===== src/rtl/tenure_pkg.sv =====
package tenure_pkg;
   typedef enum logic [1:0] {
      TS_IDLE = 2'd0,
      TS_REQ  = 2'd1,
      TS_OWN  = 2'd2,
      TS_GAP  = 2'd3
   } tenure_state_e;
endpackage


===== src/rtl/tenure_count.sv =====
module tenure_count #(
   parameter int W = 8
) (
   input  logic         clk,
   input  logic         rst_n,
   input  logic         clear,
   input  logic         inc,
   input  logic [W-1:0] limit,
   output logic         hit
);
   localparam logic [W-1:0] CMAX = '1;

   if (W < 1) begin : g_bad_w
      $error("tenure_count: W must be at least 1");
   end

   logic [W-1:0] count;

   // saturating up-counter, cleared at the start of a tenure
   always_ff @(posedge clk or negedge rst_n) begin
      if (!rst_n)                    count <= '0;
      else if (clear)                count <= '0;
      else if (inc && count != CMAX) count <= count + 1'b1;
   end

   assign hit = (limit != '0) && (count >= limit);

   AST_CNT_HOLD: assert property (@(posedge clk) disable iff (!rst_n)
      (!clear && !inc) |=> $stable(count));
endmodule


===== src/rtl/backoff_timer.sv =====
module backoff_timer #(
   parameter int GAP_W = 8
) (
   input  logic             clk,
   input  logic             rst_n,
   input  logic             load,
   input  logic [GAP_W-1:0] len,
   output logic             last
);
   if (GAP_W < 1) begin : g_bad_gw
      $error("backoff_timer: GAP_W must be at least 1");
   end

   logic [GAP_W-1:0] remain;
   logic [GAP_W-1:0] eff_len;

   // a zero length still holds the request low for one cycle
   assign eff_len = (len == '0) ? GAP_W'(1) : len;

   always_ff @(posedge clk or negedge rst_n) begin
      if (!rst_n)              remain <= '0;
      else if (load)           remain <= eff_len;
      else if (remain != '0)   remain <= remain - 1'b1;
   end

   assign last = (remain == GAP_W'(1));

   AST_GAP_COUNTDOWN: assert property (@(posedge clk) disable iff (!rst_n)
      (!load && remain > GAP_W'(1)) |=> (remain == $past(remain) - 1'b1));
endmodule


===== src/rtl/tenure_fsm.sv =====
module tenure_fsm
   import tenure_pkg::*;
(
   input  logic clk,
   input  logic rst_n,
   input  logic work_pending,
   input  logic bus_grant,
   input  logic xfer_busy,
   input  logic limit_hit,
   input  logic gap_last,
   output logic own_now,
   output logic start_tenure,
   output logic start_gap,
   output logic bus_req,
   output logic must_release
);
   tenure_state_e state, state_nx;

   assign own_now      = (state == TS_OWN);
   assign must_release = own_now && limit_hit;
   assign start_tenure = (state == TS_REQ) && bus_grant;
   assign start_gap    = must_release && !xfer_busy;
   assign bus_req      = (state == TS_REQ) || (state == TS_OWN);

   always_comb begin
      state_nx = state;
      unique case (state)
         TS_IDLE: if (work_pending) state_nx = TS_REQ;
         TS_REQ: begin
            if (bus_grant)          state_nx = TS_OWN;
            else if (!work_pending) state_nx = TS_IDLE;
         end
         TS_OWN: begin
            if (start_gap)                         state_nx = TS_GAP;
            else if (!work_pending && !xfer_busy)  state_nx = TS_IDLE;
         end
         TS_GAP: if (gap_last) state_nx = work_pending ? TS_REQ : TS_IDLE;
         default: state_nx = TS_IDLE;
      endcase
   end

   always_ff @(posedge clk or negedge rst_n) begin
      if (!rst_n) state <= TS_IDLE;
      else        state <= state_nx;
   end

   AST_DRAIN_HOLD: assert property (@(posedge clk) disable iff (!rst_n)
      (must_release && xfer_busy) |=> (bus_req && must_release));
   AST_DRAIN_DROP: assert property (@(posedge clk) disable iff (!rst_n)
      (must_release && !xfer_busy) |=> !bus_req);
   AST_IDLE_QUIET: assert property (@(posedge clk) disable iff (!rst_n)
      (state == TS_IDLE && !work_pending) |=> !bus_req);
   AST_GRANT_HOLD: assert property (@(posedge clk) disable iff (!rst_n)
      (own_now && !bus_grant && !must_release && work_pending) |=> bus_req);
endmodule


===== src/rtl/dma_tenure_limiter.sv =====
module dma_tenure_limiter #(
   parameter int CYC_W         = 12,
   parameter int TXN_W         = 8,
   parameter int GAP_W         = 8,
   parameter bit USE_TXN_LIMIT = 1'b1
) (
   input  logic             clk,
   input  logic             rst_n,
   input  logic             burst_en,
   input  logic [CYC_W-1:0] cyc_limit,
   input  logic [TXN_W-1:0] txn_limit,
   input  logic [GAP_W-1:0] backoff_len,
   input  logic             work_pending,
   input  logic             bus_grant,
   input  logic             xfer_busy,
   input  logic             xfer_done,
   output logic             bus_req,
   output logic             must_release
);
   if (CYC_W < 2 || CYC_W > 32) begin : g_bad_cyc
      $error("dma_tenure_limiter: CYC_W out of range 2..32");
   end
   if (TXN_W < 1 || TXN_W > 32) begin : g_bad_txn
      $error("dma_tenure_limiter: TXN_W out of range 1..32");
   end

   logic own_now, start_tenure, start_gap, gap_last;
   logic cyc_hit, txn_hit, limit_hit;

   tenure_count #(.W(CYC_W)) u_cyc (
      .clk(clk), .rst_n(rst_n), .clear(start_tenure),
      .inc(own_now && bus_grant), .limit(cyc_limit), .hit(cyc_hit));

   if (USE_TXN_LIMIT) begin : g_txn
      tenure_count #(.W(TXN_W)) u_txn (
         .clk(clk), .rst_n(rst_n), .clear(start_tenure),
         .inc(own_now && xfer_done), .limit(txn_limit), .hit(txn_hit));
   end else begin : g_no_txn
      assign txn_hit = 1'b0;
   end

   // either enabled budget ends the tenure, only in burst operation
   assign limit_hit = burst_en && (cyc_hit || txn_hit);

   backoff_timer #(.GAP_W(GAP_W)) u_gap (
      .clk(clk), .rst_n(rst_n), .load(start_gap),
      .len(backoff_len), .last(gap_last));

   tenure_fsm u_fsm (
      .clk(clk), .rst_n(rst_n), .work_pending(work_pending),
      .bus_grant(bus_grant), .xfer_busy(xfer_busy), .limit_hit(limit_hit),
      .gap_last(gap_last), .own_now(own_now), .start_tenure(start_tenure),
      .start_gap(start_gap), .bus_req(bus_req), .must_release(must_release));

   AST_MR_NEEDS_REQ: assert property (@(posedge clk) disable iff (!rst_n)
      must_release |-> bus_req);
   AST_NO_MR_SINGLE: assert property (@(posedge clk) disable iff (!rst_n)
      (!burst_en && $stable(burst_en)) |=> !must_release);
   AST_ZERO_LIMITS: assert property (@(posedge clk) disable iff (!rst_n)
      (cyc_limit == '0 && txn_limit == '0 && $stable(cyc_limit) && $stable(txn_limit))
      |=> !must_release);
endmodule


===== config.mk =====
export PLATFORM = sky130hd
export DESIGN_NAME = dma_tenure_limiter
export DESIGN_NICKNAME = d
export VERILOG_FILES = /design/src/rtl/tenure_pkg.sv /design/src/rtl/tenure_count.sv /design/src/rtl/backoff_timer.sv /design/src/rtl/tenure_fsm.sv /design/src/rtl/dma_tenure_limiter.sv
export SDC_FILE = /design/constraint.sdc
export NUM_CORES = 1
export LEC_CHECK = 0
export ABC_AREA = 1
export CORE_ASPECT_RATIO = 1.4
export CORE_MARGIN = 10
export CORE_UTILIZATION = 53
export CTS_CLUSTER_SIZE = 24
export DETAILED_ROUTE_END_ITERATION = 7
export GPL_TIMING_DRIVEN = 0
export PLACE_DENSITY = 0.78
export SKIP_LAST_GASP = 1
export SLEW_MARGIN = 40
export SYNTH_ARGS = -nofsm -noshare
export SYNTH_HDL_FRONTEND = slang
export SYNTH_SLANG_ARGS = --single-unit
export TNS_END_PERCENT = 50

===== constraint.sdc =====
create_clock -name clk -period 2.4 [get_ports clk]
set_input_delay 0.48 -clock clk [delete_from_list [all_inputs] [get_ports clk]]
set_output_delay 0.48 -clock clk [all_outputs]
set_load 0.005 [all_outputs]

**Yosys cells after proc, flatten, opt, wreduce, memory -nomap -nowiden**

Index checks and enable logic that the tools add are counted.

- $add $sub $neg: 3
- Equal/unequal tests: 10
- $lt $le $gt $ge: 2
- Muxes and demuxes: 15
- Reductions and logical operators: 24

Operators with widths:

| operator | count |
|---|---|
| 2-to-1 mux 8 bit | 5 |
| 2-to-1 mux 12 bit | 2 |
| nonzero test 8 bit | 2 |
| adder 12 x 1 -> 12 bit (second input constant) | 1 |
| greater-or-equal comparator 12 bit | 1 |
| 2-to-1 mux 2 bit | 6 |
| != test 12 bit (second input constant) | 1 |
| nonzero test 12 bit | 1 |
| logical AND 1 bit | 11 |
| adder 8 x 1 -> 8 bit (second input constant) | 1 |
| equality test 8 x 1 -> 1 bit (second input constant) | 1 |
| greater-or-equal comparator 8 bit | 1 |
| zero test 8 bit | 1 |
| != test 8 bit (second input constant) | 1 |
| one-hot mux 2 bit (4 select lines) | 1 |
| subtractor 8 x 1 -> 8 bit (second input constant) | 1 |
| nonzero test 2 bit | 3 |
| equality test 2 bit (second input constant) | 2 |
| != test 2 bit (second input constant) | 2 |
| AND reduction 4 bit | 1 |
| != test 3 x 1 -> 1 bit (second input constant) | 1 |
| != test 3 bit (second input constant) | 1 |
| equality test 2 x 1 -> 1 bit (second input constant) | 1 |
| zero test 1 bit | 2 |
| 3 further kinds | 4 |

- Output and inout bits: 2
- Flip-flop bits (word level): 30
- Input port bits: 35

**Longest topological paths before layout**

- Depth after elaboration: 8
- Gate-level depth with buffers: 17
- Mapped depth without buffers: 16

**Hierarchy**

From an unflattened synthesis, not the netlist that was laid out.

- Cell total of the unflattened synthesis: 403
- Area total of the unflattened synthesis: 2,768.9 um2

Modules (own cells, without submodules):

| module | seq. area each (um2) | area an instance (um2) | cells each | instances |
|---|---|---|---|---|
| tenure_count (u_cyc) | 300.3 | 1,166.1 | 172 | 1 |
| tenure_count (g_txn.u_txn) | 200.2 | 719.4 | 103 | 1 |
| backoff_timer | 200.2 | 616.8 | 85 | 1 |
| tenure_fsm | 50.0 | 240.2 | 36 | 1 |
| dma_tenure_limiter | 0.0 | 26.3 | 7 | 1 |

**Least setup slack after synthesis**

No wires, ideal clock.

- Path kind: input port to output port
- From: in cyc_limit[11]
- To: out must_release
- Path buffers: 0
- Stages on the path: 10
- Setup slack: 418 ps
- Data arrival time: 1,502 ps
- Cells stage by stage: inv_1 -> ha_1 -> nand2_1 -> nor2_2 -> nand2_1 -> nor2_1 -> nand2_1 -> nand2_2 -> nand2_4 -> a21oi_4

- Longest elaborated chain between the ends: 5

Ends and longest elaborated chain:

| element | line | source |
|---|---|---|
| start, declared | dma_tenure_limiter.sv:10 | `input logic [CYC_W-1:0] cyc_limit,` |
| greater-or-equal comparator 12 bit / nonzero test 12 bit (equally long branches) | tenure_count.sv:26 | `assign hit = (limit != '0) && (count >= limit);` |
| logical AND 1 bit * | tenure_count.sv:26 |  |
| logical OR 1 bit * | dma_tenure_limiter.sv:43 | `assign limit_hit = burst_en && (cyc_hit \|\| txn_hit);` |
| logical AND 1 bit * | dma_tenure_limiter.sv:43 |  |
| logical AND 1 bit * | tenure_fsm.sv:20 | `assign must_release = own_now && limit_hit;` |
| end, declared | dma_tenure_limiter.sv:18 | `output logic must_release` |

Mark *: on every way between the ends. The rest lies on a longest branch, timed or not.

**Worst setup path in the final report**

- From: in cyc_limit[9]
- To: out must_release

The elaborated chain is that of the path after synthesis.

==> metrics.txt <==
# TYPE chip_impl_metric gauge
chip_impl_metric{name="final_antenna_net_count",unit=""} 0
chip_impl_info{name="worst_path_cell_chain",value="dlygate4sd2_1, inv_2, ha_4, nand2_1, nor2_2, nand2_1, nor2_1, nand2_1, nand2_2, nand2_4, a21oi_4, buf_2"} 1
chip_impl_metric{name="synth.area.mux_share",unit=""} 0
chip_impl_metric{name="synth_area",unit="µm²"} 2570
chip_impl_metric{name="wirelength",unit="mm"} 6.12
chip_impl_metric{name="initial_standard_cell_utilization_of_the_core",unit=""} 0.558
chip_impl_info{name="synth_top_family_by_area",value="simple AND/OR/NAND/NOR gates"} 1
chip_impl_metric{name="leakage",unit="nW"} 1.68
chip_impl_metric{name="global_route_wire_length_before_repair",unit="mm"} 10.3
chip_impl_metric{name="die_height",unit="µm"} 102
chip_impl_metric{name="top_ports",unit=""} 37
chip_impl_metric{name="htree_num_levels",unit=""} 2
chip_impl_metric{name="finish.net_count",unit=""} 470
chip_impl_metric{name="cts-buffers-inserted",unit=""} 5
chip_impl_metric{name="drv_cap",unit=""} 0
chip_impl_metric{name="post_synth_num_cell_types",unit=""} 37
chip_impl_metric{name="clock_latency",unit="ps"} 290
chip_impl_info{name="layout_commonest_cell",value="nand2_1"} 1
chip_impl_metric{name="syn_avg_cell_area",unit="µm²"} 7.30
chip_impl_metric{name="hold_viol_final",unit=""} 0
chip_impl_metric{name="slew_headroom",unit=""} 0.529
chip_impl_metric{name="compound_cell_area_share_of_the_yosys_netlist",unit=""} 0.111
chip_impl_info{name="synth_top_cell_by_area",value="dfrtp_1"} 1
chip_impl_info{name="clock-root-buffer",value="clkbuf_8"} 1
chip_impl_info{name="setup.worst_path.start_class",value="input port"} 1
chip_impl_metric{name="grt_start_max_net_pins",unit=""} 31
chip_impl_metric{name="rows",unit=""} 29
chip_impl_metric{name="design_area",unit="µm²"} 3320
chip_impl_info{name="ys.flop_type",value="dfrtp_1"} 1
chip_impl_metric{name="grt_antenna_before_repair",unit=""} 0
chip_impl_metric{name="yosys_warnings",unit=""} 0
chip_impl_metric{name="synth.net_count",unit=""} 415
chip_impl_metric{name="hold_fix_buffers_cts",unit=""} 0
chip_impl_metric{name="drt_first_iter_violations",unit=""} 135
chip_impl_metric{name="final_layout_size_suffix_gt1_frac",unit=""} 0.196
chip_impl_metric{name="route.vias.total",unit=""} 2402
chip_impl_info{name="worstHoldPathType",value="in2async"} 1
chip_impl_metric{name="firstDrtPassIters",unit=""} 4
chip_impl_info{name="crit_type",value="in2out"} 1
chip_impl_metric{name="edff_count_synth",unit=""} 0
chip_impl_metric{name="pre_cts_slack",unit="ps"} -769
chip_impl_metric{name="critPathRequiredTime",unit="ps"} 1920
chip_impl_metric{name="dieWidth",unit="µm"} 78.9
chip_impl_metric{name="worstMarginPinSlew",unit="ps"} 707
chip_impl_metric{name="drcViolationCount",unit=""} 0
chip_impl_metric{name="synth-seq-cells",unit=""} 30
chip_impl_metric{name="synth_cells",unit=""} 352
chip_impl_metric{name="synth_top_area_frac",unit=""} 0.292
chip_impl_metric{name="worst_slack",unit="ps"} 65.1
chip_impl_metric{name="routed_via_density",unit=""} 5.11
chip_impl_metric{name="crit_arrival",unit="ps"} 1850
chip_impl_metric{name="power.ir.vdd_worst",unit="V"} 0.000659
chip_impl_metric{name="finalCritPeriodShare",unit=""} 0.973
chip_impl_metric{name="antennaDiodeCount",unit=""} 0
chip_impl_metric{name="routed_wire_length_per_instance",unit="µm"} 13.0
chip_impl_metric{name="grt.overflow.total",unit=""} 0
chip_impl_metric{name="placeableCoreArea",unit="µm²"} 4610
chip_impl_metric{name="die-area",unit="µm²"} 8070
chip_impl_metric{name="achievable_clock_frequency",unit="MHz"} 428
chip_impl_metric{name="numPortBuffers",unit=""} 36
chip_impl_info{name="worst_setup_ep_type",value="output port"} 1
chip_impl_metric{name="grt_pass1_vias",unit=""} 2463
chip_impl_info{name="critical-path-slowest-cell",value="ha_4"} 1
chip_impl_metric{name="cts-root-to-sink-buffers",unit=""} 2
chip_impl_info{name="mostFrequentLayoutCells",value="75 x nand2_1, 52 x inv_1, 30 x nor2_1, 30 x dfrtp_1, 28 x nand3_1"} 1
chip_impl_metric{name="clk_sink_count",unit=""} 30
chip_impl_metric{name="final_core_util",unit=""} 0.721
chip_impl_metric{name="crit_fanout",unit=""} 2
chip_impl_info{name="synth.area.top_cells",value="dfrtp_1 29%, ha_1 14%, nand2_1 11%"} 1
chip_impl_metric{name="syn2layout_area_growth",unit="%"} 29.4
chip_impl_info{name="run_status",value="complete, no violations"} 1
chip_impl_metric{name="gp_routability_congestion",unit=""} 0.867
chip_impl_metric{name="fin_worst_skew",unit="ps"} 4.60
chip_impl_metric{name="dp.final_hpwl",unit="mm"} 4.68
chip_impl_metric{name="timing.final.crit_period",unit="ps"} 2330
chip_impl_metric{name="synth-xor-area-share",unit=""} 0.0341
chip_impl_metric{name="final-max-slew-violation-count",unit=""} 0
chip_impl_metric{name="global_route.usage.total",unit=""} 0.155
chip_impl_info{name="cell_repeated_most_along_the_worst_path",value="nand2_1"} 1
chip_impl_metric{name="placement.cell_area",unit="µm²"} 3000
chip_impl_metric{name="synth_sequential_area_ratio",unit=""} 0.292
chip_impl_info{name="cts_tree",value="built"} 1
chip_impl_metric{name="synth-adder-area-share",unit=""} 0.136
chip_impl_metric{name="synth-simple-area-share",unit=""} 0.319
chip_impl_metric{name="clkTransAtPathRegs",unit="ps"} 60
chip_impl_metric{name="postSynth.asyncResetShare",unit=""} 1.00
chip_impl_metric{name="power-per-cell-area",unit="nW/µm²"} 684
chip_impl_metric{name="setup_violations",unit=""} 0
chip_impl_metric{name="cp_slowest_stage_delay",unit="ps"} 260
==> kinds of logic after synthesis <==
family,after synthesis
XOR/XNOR,10
adder cells (fa/ha/maj),28
AND/OR/NAND/NOR,172
buffers and inverters,69
AO/OA/AOI/OAI,43
flip-flops,30
==> metrics by stage <==
stage                     power (mW)  hold WS, ps  std cells  setup TNS [ps]
after global routing            2.47          278        470           -21.2
after floorplan                 1.49          184        352               0
after global placement          1.72          520        450           -1510
after detailed placement        1.77          530        450           -1840
final                           2.27          240        470               0
after CTS                       2.26          259        466               0
==> area by class of cell <==
| type | count | area [µm²] |
|---|---|---|
| multi-input cells | 253 | 1700 |
| fillers | 389 | 1280 |
| flip-flops and latches | 30 | 751 |
| repair buffers | 48 | 427 |
| inverters | 66 | 248 |
| clock buffers | 7 | 86.3 |
| well taps | 62 | 77.6 |
| plain buffers | 3 | 26.3 |
| clock inverters | 1 | 5.00 |
==> per-layer routing <==
metal / routed length, µm / GRT usage / up-vias
li1: - / - / 1247
met1: 2520 / 0.157 / 1109
met2: 3300 / 0.301 / 38
met3: 210 / 0.0351 / 8
met4: 86 / 0.0567 / 0
met5: 0 / 0 / -
==> worst paths after layout <==
kind / from / to / slack [ps] / cells after the start
hold / removal: rst_n / u_gap.remain[1] / 240 / 1
min in group clk: u_fsm.state[1] / u_fsm.state[1] / 540 / 2
hold reg to reg: u_fsm.state[1] / u_fsm.state[1] / 540 / 2
setup reg to reg: u_cyc.count[9] / u_gap.remain[6] / 360 / 16
setup / recovery: cyc_limit[9] / must_release / 70 / 12
max in group asynchronous: rst_n / u_cyc.count[8] / 1700 / 1
==> cell usage after synthesis, types with 6 or more instances <==
| cell type | count |
|---|---|
| o21ai_0 | 9 |
| nor3_1 | 7 |
| inv_1 | 63 |
| nand2_1 | 78 |
| xor2_1 | 10 |
| o21ai_2 | 7 |
| nor4_1 | 6 |
| ha_1 | 28 |
| nor2_1 | 31 |
| nand3_1 | 28 |
| dfrtp_1 | 30 |
| a21oi_1 | 12 |
==> power breakdown <==
group	switching (mW)	internal [mW]	leakage, nW
clock	0.198	0.231	0.0482
sequential	0.130	0.642	0.401
combinational	0.606	0.466	1.23
total	0.934	1.34	1.68
==> state kept, by name (all words and copies together) (netlist names) <==
name and flops:
u_cyc.count 12, u_fsm.state 2, g_txn.u_txn.count 8, u_gap.remain 8
==> worst max-delay path: cells and delay by family <==
kind,cells,cell delay (ps)
simple gates,7,600
buf+inv,3,400
fa+ha+maj,1,260
compound gates,1,120
==> what timing repair did <==
action | in CTS | in global routing
cloned | 0 | 0
setup endpoints to repair | 1 | 1
pin swaps | 28 | 5
setup buffers | 8 | 4
resized for setup | 48 | 5
Power figures use the tool's default switching activity.
